`src/rtl/dlmsg_pkg.sv`:
```
package dlmsg_pkg;

    localparam int OCT_W     = 8;
    localparam int FCS_W     = 16;
    localparam int MSG_SHORT = 76;
    localparam int MSG_LONG  = 82;
    localparam int ADDR_W    = $clog2(MSG_LONG);
    localparam int RUN_MAX   = 5;

    localparam logic [OCT_W-1:0] FLAG_OCT  = 8'h7E;
    localparam logic [FCS_W-1:0] FCS_SEED  = 16'hFFFF;
    localparam logic [FCS_W-1:0] FCS_RPOLY = 16'h8408;

    // register bit positions
    localparam int B_START = 3;
    localparam int B_BUSY  = 2;
    localparam int B_IEN   = 1;
    localparam int B_STAT  = 0;

    typedef enum logic [2:0] {
        PH_IDLE,
        PH_DATA,
        PH_FCS,
        PH_CLOSE,
        PH_PAD
    } phase_e;

    typedef struct packed {
        logic start;
        logic busy;
        logic ien;
        logic stat;
    } csr_t;

    // one bit of the reflected check-sequence update
    function automatic logic [FCS_W-1:0] fcs_step(input logic [FCS_W-1:0] c, input logic b);
        logic fb;
        fb = c[0] ^ b;
        return {1'b0, c[FCS_W-1:1]} ^ (fb ? FCS_RPOLY : '0);
    endfunction

endpackage

```
`src/rtl/dlmsg_ctrl.sv`:
```
module dlmsg_ctrl
    import dlmsg_pkg::*;
(
    input  logic             clk,
    input  logic             rst,
    input  logic             csr_we,
    input  logic             csr_re,
    input  logic             wr_start,
    input  logic             wr_ien,
    input  logic             done,
    output logic [OCT_W-1:0] csr_rdata,
    output logic             busy,
    output logic             go,
    output logic             irq
);

    csr_t r;

    // rising edge of the start bit, honoured only when idle
    assign go = csr_we && wr_start && !r.start && !r.busy;

    always_ff @(posedge clk) begin
        if (rst) begin
            r <= '0;
        end else begin
            if (csr_we) begin
                r.start <= wr_start;
                r.ien   <= wr_ien;
            end
            if (go)
                r.busy <= 1'b1;
            else if (done)
                r.busy <= 1'b0;
            if (csr_re)
                r.stat <= 1'b0;
            if (done)
                r.stat <= 1'b1;
        end
    end

    always_comb begin
        csr_rdata          = '0;
        csr_rdata[B_START] = r.start;
        csr_rdata[B_BUSY]  = r.busy;
        csr_rdata[B_IEN]   = r.ien;
        csr_rdata[B_STAT]  = r.stat;
    end

    assign busy = r.busy;
    assign irq  = r.stat && r.ien;

endmodule

```
`src/rtl/dlmsg_bitgen.sv`:
```
module dlmsg_bitgen
    import dlmsg_pkg::*;
(
    input  logic              clk,
    input  logic              rst,
    input  logic              wr_en,
    input  logic [ADDR_W-1:0] wr_addr,
    input  logic [OCT_W-1:0]  wr_data,
    input  logic              go,
    input  logic              long_sel,
    input  logic              emit,
    input  logic [2:0]        pos,
    output logic              bit_out,
    output logic              close_done,
    output logic              in_body
);

    localparam int FIDX_W = $clog2(FCS_W);

    logic [OCT_W-1:0]  mem [MSG_LONG];
    phase_e            phase;
    logic [ADDR_W-1:0] byte_idx;
    logic [2:0]        bit_idx;
    logic [FIDX_W-1:0] fidx;
    logic [2:0]        cidx;
    logic [2:0]        ones;
    logic [FCS_W-1:0]  crc;
    logic              pend;
    logic              long_q;

    logic              stuff_now;
    logic              data_bit;
    logic              at_last_byte;
    logic [FCS_W-1:0]  crc_nx;

    always_ff @(posedge clk) begin
        if (wr_en && (32'(wr_addr) < MSG_LONG))
            mem[wr_addr] <= wr_data;
    end

    assign data_bit     = mem[byte_idx][bit_idx];
    assign stuff_now    = (phase == PH_DATA || phase == PH_FCS || phase == PH_CLOSE)
                          && (32'(ones) == RUN_MAX);
    assign at_last_byte = long_q ? (byte_idx == ADDR_W'(MSG_LONG - 1))
                                 : (byte_idx == ADDR_W'(MSG_SHORT - 1));
    assign crc_nx       = fcs_step(crc, data_bit);
    assign in_body      = (phase == PH_DATA) || (phase == PH_FCS);
    assign close_done   = emit && (phase == PH_CLOSE) && !stuff_now && (cidx == 3'd7);

    always_comb begin
        unique case (phase)
            PH_DATA:  bit_out = stuff_now ? 1'b0 : data_bit;
            PH_FCS:   bit_out = stuff_now ? 1'b0 : crc[fidx];
            PH_CLOSE: bit_out = stuff_now ? 1'b0 : FLAG_OCT[cidx];
            default:  bit_out = FLAG_OCT[pos];
        endcase
    end

    always_ff @(posedge clk) begin
        if (rst) begin
            phase    <= PH_IDLE;
            byte_idx <= '0;
            bit_idx  <= '0;
            fidx     <= '0;
            cidx     <= '0;
            ones     <= '0;
            crc      <= FCS_SEED;
            pend     <= 1'b0;
            long_q   <= 1'b0;
        end else begin
            if (go) begin
                pend   <= 1'b1;
                long_q <= long_sel;
            end
            if (emit) begin
                unique case (phase)
                    PH_IDLE: begin
                        // the aligned flag in progress serves as the opening flag
                        if (pos == 3'd7 && pend) begin
                            phase    <= PH_DATA;
                            byte_idx <= '0;
                            bit_idx  <= '0;
                            ones     <= '0;
                            crc      <= FCS_SEED;
                            pend     <= 1'b0;
                        end
                    end
                    PH_DATA: begin
                        if (stuff_now) begin
                            ones <= '0;
                        end else begin
                            ones <= data_bit ? ones + 3'd1 : 3'd0;
                            crc  <= crc_nx;
                            if (bit_idx == 3'd7) begin
                                bit_idx <= '0;
                                if (at_last_byte) begin
                                    phase <= PH_FCS;
                                    fidx  <= '0;
                                    crc   <= ~crc_nx;
                                end else begin
                                    byte_idx <= byte_idx + 1'b1;
                                end
                            end else begin
                                bit_idx <= bit_idx + 3'd1;
                            end
                        end
                    end
                    PH_FCS: begin
                        if (stuff_now) begin
                            ones <= '0;
                        end else begin
                            ones <= crc[fidx] ? ones + 3'd1 : 3'd0;
                            if (fidx == FIDX_W'(FCS_W - 1)) begin
                                phase <= PH_CLOSE;
                                cidx  <= '0;
                            end else begin
                                fidx <= fidx + 1'b1;
                            end
                        end
                    end
                    PH_CLOSE: begin
                        if (stuff_now) begin
                            ones <= '0;
                        end else if (cidx == 3'd7) begin
                            phase <= (pos == 3'd7) ? PH_IDLE : PH_PAD;
                        end else begin
                            cidx <= cidx + 3'd1;
                        end
                    end
                    default: begin
                        if (pos == 3'd7)
                            phase <= PH_IDLE;
                    end
                endcase
            end
        end
    end

endmodule

```
`src/rtl/dlmsg_packer.sv`:
```
module dlmsg_packer
    import dlmsg_pkg::*;
(
    input  logic             clk,
    input  logic             rst,
    input  logic             bit_in,
    input  logic             close_done,
    input  logic             field_sel,
    input  logic             slot0_take,
    input  logic             slot1_take,
    output logic             emit,
    output logic [2:0]       pos,
    output logic [OCT_W-1:0] slot0_byte,
    output logic [OCT_W-1:0] slot1_byte,
    output logic             done
);

    logic [OCT_W-2:0] stage;
    logic [OCT_W-1:0] shown;
    logic             full;
    logic             shown_last;
    logic             last_pend;
    logic             take;

    assign emit = !full;
    assign take = full && (field_sel ? slot1_take : slot0_take);
    assign done = take && shown_last;

    always_ff @(posedge clk) begin
        if (rst) begin
            stage      <= '0;
            shown      <= FLAG_OCT;
            full       <= 1'b0;
            pos        <= '0;
            shown_last <= 1'b0;
            last_pend  <= 1'b0;
        end else if (emit) begin
            if (pos == 3'd7) begin
                shown      <= {bit_in, stage};
                shown_last <= last_pend || close_done;
                last_pend  <= 1'b0;
                full       <= 1'b1;
                pos        <= '0;
            end else begin
                stage <= {bit_in, stage[OCT_W-2:1]};
                pos   <= pos + 3'd1;
                if (close_done)
                    last_pend <= 1'b1;
            end
        end else if (take) begin
            full       <= 1'b0;
            shown_last <= 1'b0;
        end
    end

    assign slot0_byte = field_sel ? FLAG_OCT : shown;
    assign slot1_byte = field_sel ? shown : FLAG_OCT;

endmodule

```
`src/rtl/dlmsg_tx.sv`:
```
module dlmsg_tx
    import dlmsg_pkg::*;
(
    input  logic              clk,
    input  logic              rst,
    input  logic              msg_we,
    input  logic [ADDR_W-1:0] msg_addr,
    input  logic [OCT_W-1:0]  msg_wdata,
    input  logic              csr_we,
    input  logic              csr_re,
    input  logic [OCT_W-1:0]  csr_wdata,
    output logic [OCT_W-1:0]  csr_rdata,
    input  logic              msg_long,
    input  logic              field_sel,
    input  logic              slot0_take,
    input  logic              slot1_take,
    output logic [OCT_W-1:0]  slot0_byte,
    output logic [OCT_W-1:0]  slot1_byte,
    output logic              irq
);

    logic       busy;
    logic       go;
    logic       done;
    logic       gen_bit;
    logic       gen_emit;
    logic       gen_body;
    logic       close_done;
    logic [2:0] pos;
    logic       unused_wbits;

    assign unused_wbits = ^{csr_wdata[7:4], csr_wdata[B_BUSY], csr_wdata[B_STAT]};

    dlmsg_ctrl u_ctrl (
        .clk       (clk),
        .rst       (rst),
        .csr_we    (csr_we),
        .csr_re    (csr_re),
        .wr_start  (csr_wdata[B_START]),
        .wr_ien    (csr_wdata[B_IEN]),
        .done      (done),
        .csr_rdata (csr_rdata),
        .busy      (busy),
        .go        (go),
        .irq       (irq)
    );

    dlmsg_bitgen u_bitgen (
        .clk        (clk),
        .rst        (rst),
        .wr_en      (msg_we && !busy),
        .wr_addr    (msg_addr),
        .wr_data    (msg_wdata),
        .go         (go),
        .long_sel   (msg_long),
        .emit       (gen_emit),
        .pos        (pos),
        .bit_out    (gen_bit),
        .close_done (close_done),
        .in_body    (gen_body)
    );

    dlmsg_packer u_packer (
        .clk        (clk),
        .rst        (rst),
        .bit_in     (gen_bit),
        .close_done (close_done),
        .field_sel  (field_sel),
        .slot0_take (slot0_take),
        .slot1_take (slot1_take),
        .emit       (gen_emit),
        .pos        (pos),
        .slot0_byte (slot0_byte),
        .slot1_byte (slot1_byte),
        .done       (done)
    );

endmodule

```
`config.mk`:
```
export PLATFORM = sky130hd
export DESIGN_NAME = dlmsg_tx
export DESIGN_NICKNAME = d
export VERILOG_FILES = /design/src/rtl/dlmsg_pkg.sv /design/src/rtl/dlmsg_ctrl.sv /design/src/rtl/dlmsg_bitgen.sv /design/src/rtl/dlmsg_packer.sv /design/src/rtl/dlmsg_tx.sv
export SDC_FILE = /design/constraint.sdc
export NUM_CORES = 1
export LEC_CHECK = 0
export BUFFER_PORTS_ARGS = -buffer_cell sky130_fd_sc_hd__clkbuf_2
export CAP_MARGIN = 20
export CORE_UTILIZATION = 45
export CTS_CLUSTER_DIAMETER = 120
export DETAILED_ROUTE_END_ITERATION = 10
export HOLD_SLACK_MARGIN = 0.15
export PLACE_DENSITY_LB_ADDON = 0.08
export SYNTH_ARGS = -nofsm -noshare
export SYNTH_HDL_FRONTEND = slang
export SYNTH_HIERARCHICAL = 1
export SYNTH_SLANG_ARGS = --single-unit
```
`constraint.sdc`:
```
create_clock -name clk -period 4 [get_ports clk]
set_input_delay 0.2 -clock clk [delete_from_list [all_inputs] [get_ports clk]]
set_output_delay 0.2 -clock clk [all_outputs]
set_load 0.01 [all_outputs]
```
* Yosys cells after proc, flatten, opt, wreduce, memory -nomap -nowiden
Memories as Yosys holds them, arrays and structs flattened. A register that Yosys moved wholly into a read port is not among the register bits.
Index checks and enable logic that the tools add are counted.
** Cells by class
- Add/sub/neg operators :: 6
- $lt $le $gt $ge :: 5
- Eq/ne operators :: 23
- Mux-type cells :: 82
- Bitwise logic cells :: 5
- Reductions and logical operators :: 40
** Operators with widths (count)
- 3-bit two-way mux :: 27
- 16-bit two-way mux :: 5
- 7-bit two-way mux :: 6
- 16-bit case mux with 2 select lines :: 1
- 1-bit two-way mux :: 27
- 3-bit case mux with 4 select lines :: 2
- 4-bit two-way mux :: 5
- 2-bit inequality test (second input constant) :: 10
- 8-bit two-way mux :: 2
- 16-bit inverter :: 1
- 15-bit by 16-bit XOR with 16-bit output :: 1
- 7-bit == test (second input constant) :: 2
- 7-bit case mux with 2 select lines :: 1
- 2-bit nonzero test :: 7
- 1-bit logical AND :: 13
- 3-bit by 1-bit adder with 3-bit output (second input constant) :: 4
- 3-bit == test (second input constant) :: 4
- 3-bit by 4-bit less-than comparator with 1-bit output (second input constant) :: 3
- 3-bit case mux with 2 select lines :: 2
- 6-bit AND reduction :: 2
- 10-bit AND reduction :: 1
- 4-bit case mux with 2 select lines :: 1
- 2-bit AND reduction :: 4
- 4-bit AND reduction :: 2
- other kinds (19) :: 28
** Storage, ports and cells
- Flip-flop bits (word level) :: 66
- Memory bits (writable) :: 656
- ROM bits :: 16
- Memories :: 3
** Memory list
- u_bitgen.mem :: words 82, width 8, rd ports 1, clocked after Yosys merged registers in 1, wr ports 1, line dlmsg_bitgen.sv:20 : logic [OCT_W-1:0] mem [MSG_LONG];
- (name not given) :: words 8, width 1, rd ports 1, clocked after Yosys merged registers in 1, wr ports 0, line dlmsg_bitgen.sv:54 : PH_CLOSE: bit_out = stuff_now ? 1'b0 : FLAG_OCT[cidx];
- (name not given) :: words 8, width 1, rd ports 1, clocked after Yosys merged registers in 1, wr ports 0, line dlmsg_bitgen.sv:55 : default: bit_out = FLAG_OCT[pos];

* Depth between registers and ports, before layout
- Depth after elaboration :: 10
- Gate-level depth with buffers :: 16
- Gate-level depth less buffers :: 11

* By module
The synthesis kept the hierarchy.
** Modules (own cells, without submodules)
- dlmsg_bitgen :: times used 1, cells each 1632, area an instance 28601.2 um2
- dlmsg_packer :: times used 1, cells each 103, area an instance 930.9 um2
- dlmsg_ctrl :: times used 1, cells each 23, area an instance 202.7 um2
- dlmsg_tx :: times used 1, cells each 1, area an instance 13.8 um2

* Least setup slack after synthesis
Ideal clock, no wire load.
- Kind :: reg2reg
- Start :: register (tool-made name)
- End :: register u_packer.shown[7]
- Data arrival time :: 2.915 ns
- Data required time :: 3.872 ns
- Path slack :: 0.958 ns
- Cell stages (with the launch flop) :: 12
- Clock period less this slack :: 3.042 ns
- Cell sequence :: dfxtp_1 > buf_6 > mux4_1 > mux4_2 > a2111oi_4 > a211oi_2 > o32ai_2 > o21ai_1 > a221oi_1 > o22ai_1 > mux2i_1 > nor2_1
** RTL lines
- to (signal assigned) :: line dlmsg_packer.sv:39 : shown <= {bit_in, stage};
- to (decl) :: line dlmsg_packer.sv:19 : logic [OCT_W-1:0] shown;

==> report_table.html <==
<table>
<tr><th>Metric</th><th>Value</th></tr>
<tr><th colspan="2">Outcome</th></tr>
<tr><td>Status</td><td>completed</td></tr>
<tr><th colspan="2">Synth</th></tr>
<tr><td>Number of standard cells after synthesis</td><td>1758</td></tr>
<tr><td>Mapped Avg Cell Area</td><td>16.9 um2</td></tr>
<tr><td>YS warnings</td><td>6</td></tr>
<tr><td>Post-Syn Area</td><td>0.0297 mm2</td></tr>
<tr><th colspan="2">GRT</th></tr>
<tr><td>First-pass GRT wire length</td><td>115000 um</td></tr>
<tr><td>Total track usage</td><td>23.9%</td></tr>
<tr><td>Antenna violations before repair</td><td>1</td></tr>
<tr><td>Remaining Overflow, GRT</td><td>0</td></tr>
<tr><td>Via count of the first global-routing pass</td><td>16381</td></tr>
<tr><td>Largest net degree at the start of global routing</td><td>83</td></tr>
<tr><th colspan="2">Floorplan</th></tr>
<tr><td>Vert. Die Dim</td><td>259 um</td></tr>
<tr><td>Cell Rows</td><td>93</td></tr>
<tr><td>Die span in x</td><td>259 um</td></tr>
<tr><td>Initial cell density of the core</td><td>45.8%</td></tr>
<tr><td>Total I/O pin count</td><td>57</td></tr>
<tr><td>Placeable core region</td><td>0.0649 mm2</td></tr>
<tr><td>Die footprint</td><td>0.0671 mm2</td></tr>
<tr><th colspan="2">STA</th></tr>
<tr><td>RSZ-0062 raised after global routing</td><td>false</td></tr>
<tr><td>Period utilisation layout</td><td>94.2%</td></tr>
<tr><td>Worst Skew</td><td>0.0159 ns</td></tr>
<tr><td>Number of hold violations in the final report</td><td>0</td></tr>
<tr><td>Worst slew pin tran</td><td>1.07 ns</td></tr>
<tr><td>Total count of max-transition violations in the final report</td><td>0</td></tr>
<tr><td>Setup_tns</td><td>0 ns</td></tr>
<tr><td>Final setup vio count</td><td>0</td></tr>
<tr><td>Final critical delay including setup and external delays</td><td>3.77 ns</td></tr>
<tr><td>Upper clock frequency limit</td><td>0.265 GHz</td></tr>
<tr><td>Remaining max-slew budget at the tightest pin</td><td>28.2%</td></tr>
<tr><th colspan="2">Placed design</th></tr>
<tr><td>Total cell area at the placement stage</td><td>0.0315 mm2</td></tr>
<tr><td>RePlAce Congestion</td><td>0.909</td></tr>
<tr><td>Number of port buffers</td><td>46</td></tr>
<tr><td>HPWL after detailed placement</td><td>52200 um</td></tr>
<tr><td>Placed Cells incl. Taps</td><td>2686</td></tr>
<tr><th colspan="2">Route</th></tr>
<tr><td>Vias per cell</td><td>5.92</td></tr>
<tr><td>Post-route antenna net violation count</td><td>0</td></tr>
<tr><td>Number of DRC markers after the initial detailed-route iteration</td><td>1600</td></tr>
<tr><td>Post-detailed-route DRC marker count</td><td>0</td></tr>
<tr><td>Routed wire length</td><td>79000 um</td></tr>
<tr><td>Wire length per cell</td><td>27.8 um</td></tr>
<tr><td>Vias</td><td>16816</td></tr>
<tr><td>Length of the first detailed-routing pass in iterations</td><td>6</td></tr>
<tr><th colspan="2">Power</th></tr>
<tr><td>Overall power of the completed layout</td><td>0.0182 W</td></tr>
<tr><td>Worst vdd ir</td><td>0.314 mV</td></tr>
<tr><td>Pwr/cell area</td><td>532 mW/mm2</td></tr>
<tr><td>Cell leakage power</td><td>10.9 nW</td></tr>
<tr><th colspan="2">Worst setup path</th></tr>
<tr><td>Length in cells of the worst reg-to-reg path</td><td>13</td></tr>
<tr><td>WP depth</td><td>13</td></tr>
<tr><td>Worst-path cell with the longest stage delay</td><td>sky130_fd_sc_hd__a311oi_1</td></tr>
<tr><td>Required time worst endpoint</td><td>4.52 ns</td></tr>
<tr><td>Largest incremental delay on the critical path</td><td>0.61 ns</td></tr>
<tr><td>Cell repeated most along the worst path</td><td>sky130_fd_sc_hd__buf_4</td></tr>
<tr><td>Critical-path cell list</td><td>buf_12 &gt; buf_4 &gt; nor2b_1 &gt; buf_4 &gt; a22oi_1 &gt; mux2_2 &gt; o311a_1 &gt; a311oi_1 &gt; o32ai_2 &gt; o21ai_1 &gt; buf_4 &gt; a21oi_2 &gt; a2111oi_2</td></tr>
<tr><td>CP Launch Type</td><td>flop</td></tr>
<tr><td>Maximum fanout along the worst path</td><td>11</td></tr>
<tr><td>Worst endpoint data arrival time</td><td>4.28 ns</td></tr>
<tr><td>Critical path class</td><td>reg -&gt; reg</td></tr>
<tr><td>Critical path's top delay family</td><td>compound AO/OA/AOI/OAI gates</td></tr>
<tr><td>CP endpoint kind</td><td>flop</td></tr>
<tr><td>Count of buffering cells on the critical path with inverters included</td><td>4</td></tr>
<tr><th colspan="2">Flow run</th></tr>
<tr><td>Number of max-capacitance violations reported</td><td>0</td></tr>
<tr><th colspan="2">CTS</th></tr>
<tr><td>Clock transition at path regs</td><td>0.06 ns</td></tr>
<tr><td>Buffers inserted during post-CTS setup optimization</td><td>0</td></tr>
<tr><td>Inserted Clock Buffers</td><td>78</td></tr>
<tr><td>CTS H-tree lvls</td><td>3</td></tr>
<tr><td>Total clock sinks</td><td>730</td></tr>
<tr><td>TritonCTS clock tree</td><td>done</td></tr>
<tr><td>Clock root buffer</td><td>sky130_fd_sc_hd__clkbuf_16</td></tr>
<tr><td>Number of buffers between clock root and the deepest sink</td><td>3</td></tr>
<tr><td>Later-pin clock latency in the skew report</td><td>0.63 ns</td></tr>
<tr><th colspan="2">Layout</th></tr>
<tr><td>Layout-stage area growth over the synthesis result</td><td>14.8%</td></tr>
<tr><td>Ratio of cells with drive above 1 in the final layout</td><td>22.5%</td></tr>
<tr><td>Non-Filler Cell Area, Final</td><td>0.0342 mm2</td></tr>
<tr><td>Number of nets in the final layout</td><td>1968</td></tr>
<tr><td>Final standard cell count with taps included and fillers excluded</td><td>2840</td></tr>
<tr><td>Diodes inserted</td><td>0</td></tr>
<tr><th colspan="2">Min path</th></tr>
<tr><td>Hold Path Class</td><td>in -&gt; reg</td></tr>
<tr><td>Hold depth</td><td>2</td></tr>
</table>
-- stage by stage --
step	hold slack (ns)	utilization [%]	setup slack, ns
floorplan	0.262	-	0.958
global placement	0.443	48.6	0.253
detailed placement	0.450	48.6	0.262
CTS	0.190	52.6	0.242
global route	0.263	52.6	0.0556
finish	0.219	52.6	0.232
-- worst register-to-register path: stages, from the launching register on --
cell,delay (ns)
sky130_fd_sc_hd__dfxtp_4,0.41
sky130_fd_sc_hd__buf_12,0.19
sky130_fd_sc_hd__buf_4,0.18
sky130_fd_sc_hd__nor2b_1,0.15
sky130_fd_sc_hd__buf_4,0.26
sky130_fd_sc_hd__a22oi_1,0.14
sky130_fd_sc_hd__mux2_2,0.28
sky130_fd_sc_hd__o311a_1,0.31
sky130_fd_sc_hd__a311oi_1,0.61
sky130_fd_sc_hd__o32ai_2,0.19
sky130_fd_sc_hd__o21ai_1,0.38
sky130_fd_sc_hd__buf_4,0.19
sky130_fd_sc_hd__a21oi_2,0.08
sky130_fd_sc_hd__a2111oi_2,0.31
-- path summary, 6_finish.rpt --
check / startpoint / endpoint / slack, ns
hold reg to reg: u_packer/stage[1] / u_packer/stage[0] / 0.47
setup / recovery: flop / u_bitgen/ones[2] / 0.23
hold / removal: rst / u_bitgen/fidx[0] / 0.22
setup reg to reg: flop / u_bitgen/ones[2] / 0.23
-- metal layers --
metal	GRT usage, %	up-vias	wire (um)
met5	0	-	0
met4	7.40	0	2150
met3	2.88	124	4070
met2	36.5	540	36500
met1	36.0	8843	36300
li1	-	7309	-
-- power breakdown --
part	leakage (nW)	switching [W]	total, W	internal (W)
combinational	3.20	0.00156	0.00277	0.00121
sequential	6.50	0.0000877	0.00845	0.00836
clock	1.21	0.00294	0.00695	0.00401
total	10.9	0.00459	0.0182	0.0136
-- sequential cells by signal (all words and copies together) (netlist names), 3 cells and up, named ones only --
register and cells:
u_bitgen/mem 656, u_bitgen/crc 16, u_packer/shown 8, u_bitgen/byte_idx 7, u_packer/stage 7, u_bitgen/fidx 4
u_bitgen/bit_idx 3, u_bitgen/cidx 3, u_bitgen/ones 3, u_bitgen/phase 3, u_ctrl/csr_rdata 3, u_packer/pos 3
-- layout by cell type (no fill, tap or decap), types with 8 or more instances in the layout --
master and n:
sky130_fd_sc_hd__mux2i_1 107, sky130_fd_sc_hd__and2_1 9, sky130_fd_sc_hd__dlygate4sd3_1 13, sky130_fd_sc_hd__nand2_1 82, sky130_fd_sc_hd__nor3_1 28, sky130_fd_sc_hd__dfxtp_1 69, sky130_fd_sc_hd__mux4_1 9, sky130_fd_sc_hd__nand4_1 12
sky130_fd_sc_hd__mux4_2 113, sky130_fd_sc_hd__ha_1 11, sky130_fd_sc_hd__a211o_1 9, sky130_fd_sc_hd__clkbuf_16 79, sky130_fd_sc_hd__buf_12 10, sky130_fd_sc_hd__nand2b_1 15, sky130_fd_sc_hd__a21oi_1 38, sky130_fd_sc_hd__o21bai_1 14
sky130_fd_sc_hd__buf_4 112, sky130_fd_sc_hd__nor2_1 167, sky130_fd_sc_hd__a211oi_1 9, sky130_fd_sc_hd__nor2b_1 27, sky130_fd_sc_hd__mux2_2 23, sky130_fd_sc_hd__edfxtp_1 656, sky130_fd_sc_hd__clkbuf_2 47, sky130_fd_sc_hd__nand3_1 35
sky130_fd_sc_hd__inv_1 12, sky130_fd_sc_hd__o22ai_1 13, sky130_fd_sc_hd__clkinv_1 18, sky130_fd_sc_hd__clkbuf_1 16, sky130_fd_sc_hd__or2_2 8, sky130_fd_sc_hd__clkinv_2 11, sky130_fd_sc_hd__a22oi_1 24, sky130_fd_sc_hd__o21ai_0 30
sky130_fd_sc_hd__xnor2_1 16
-- area by class of cell --
class                      instances  area, um2
multi-input combinational        918       7980
inverter                          16       60.1
tap                              855       1070
fill                            5304      30800
clock inverter                    36        325
clock buffer                     104       2130
sequential                       730      21200
timing repair buffer             181       1400
-- timing repair --
action / 4_1_cts / 5_1_grt
hold buffers: 12 / 1
endpoints found under the setup margin: 0 / 1
hold endpoints to repair: 16 / 7
gates resized for setup: 0 / 1
Note: power is estimated with default switching activity, not from simulation.
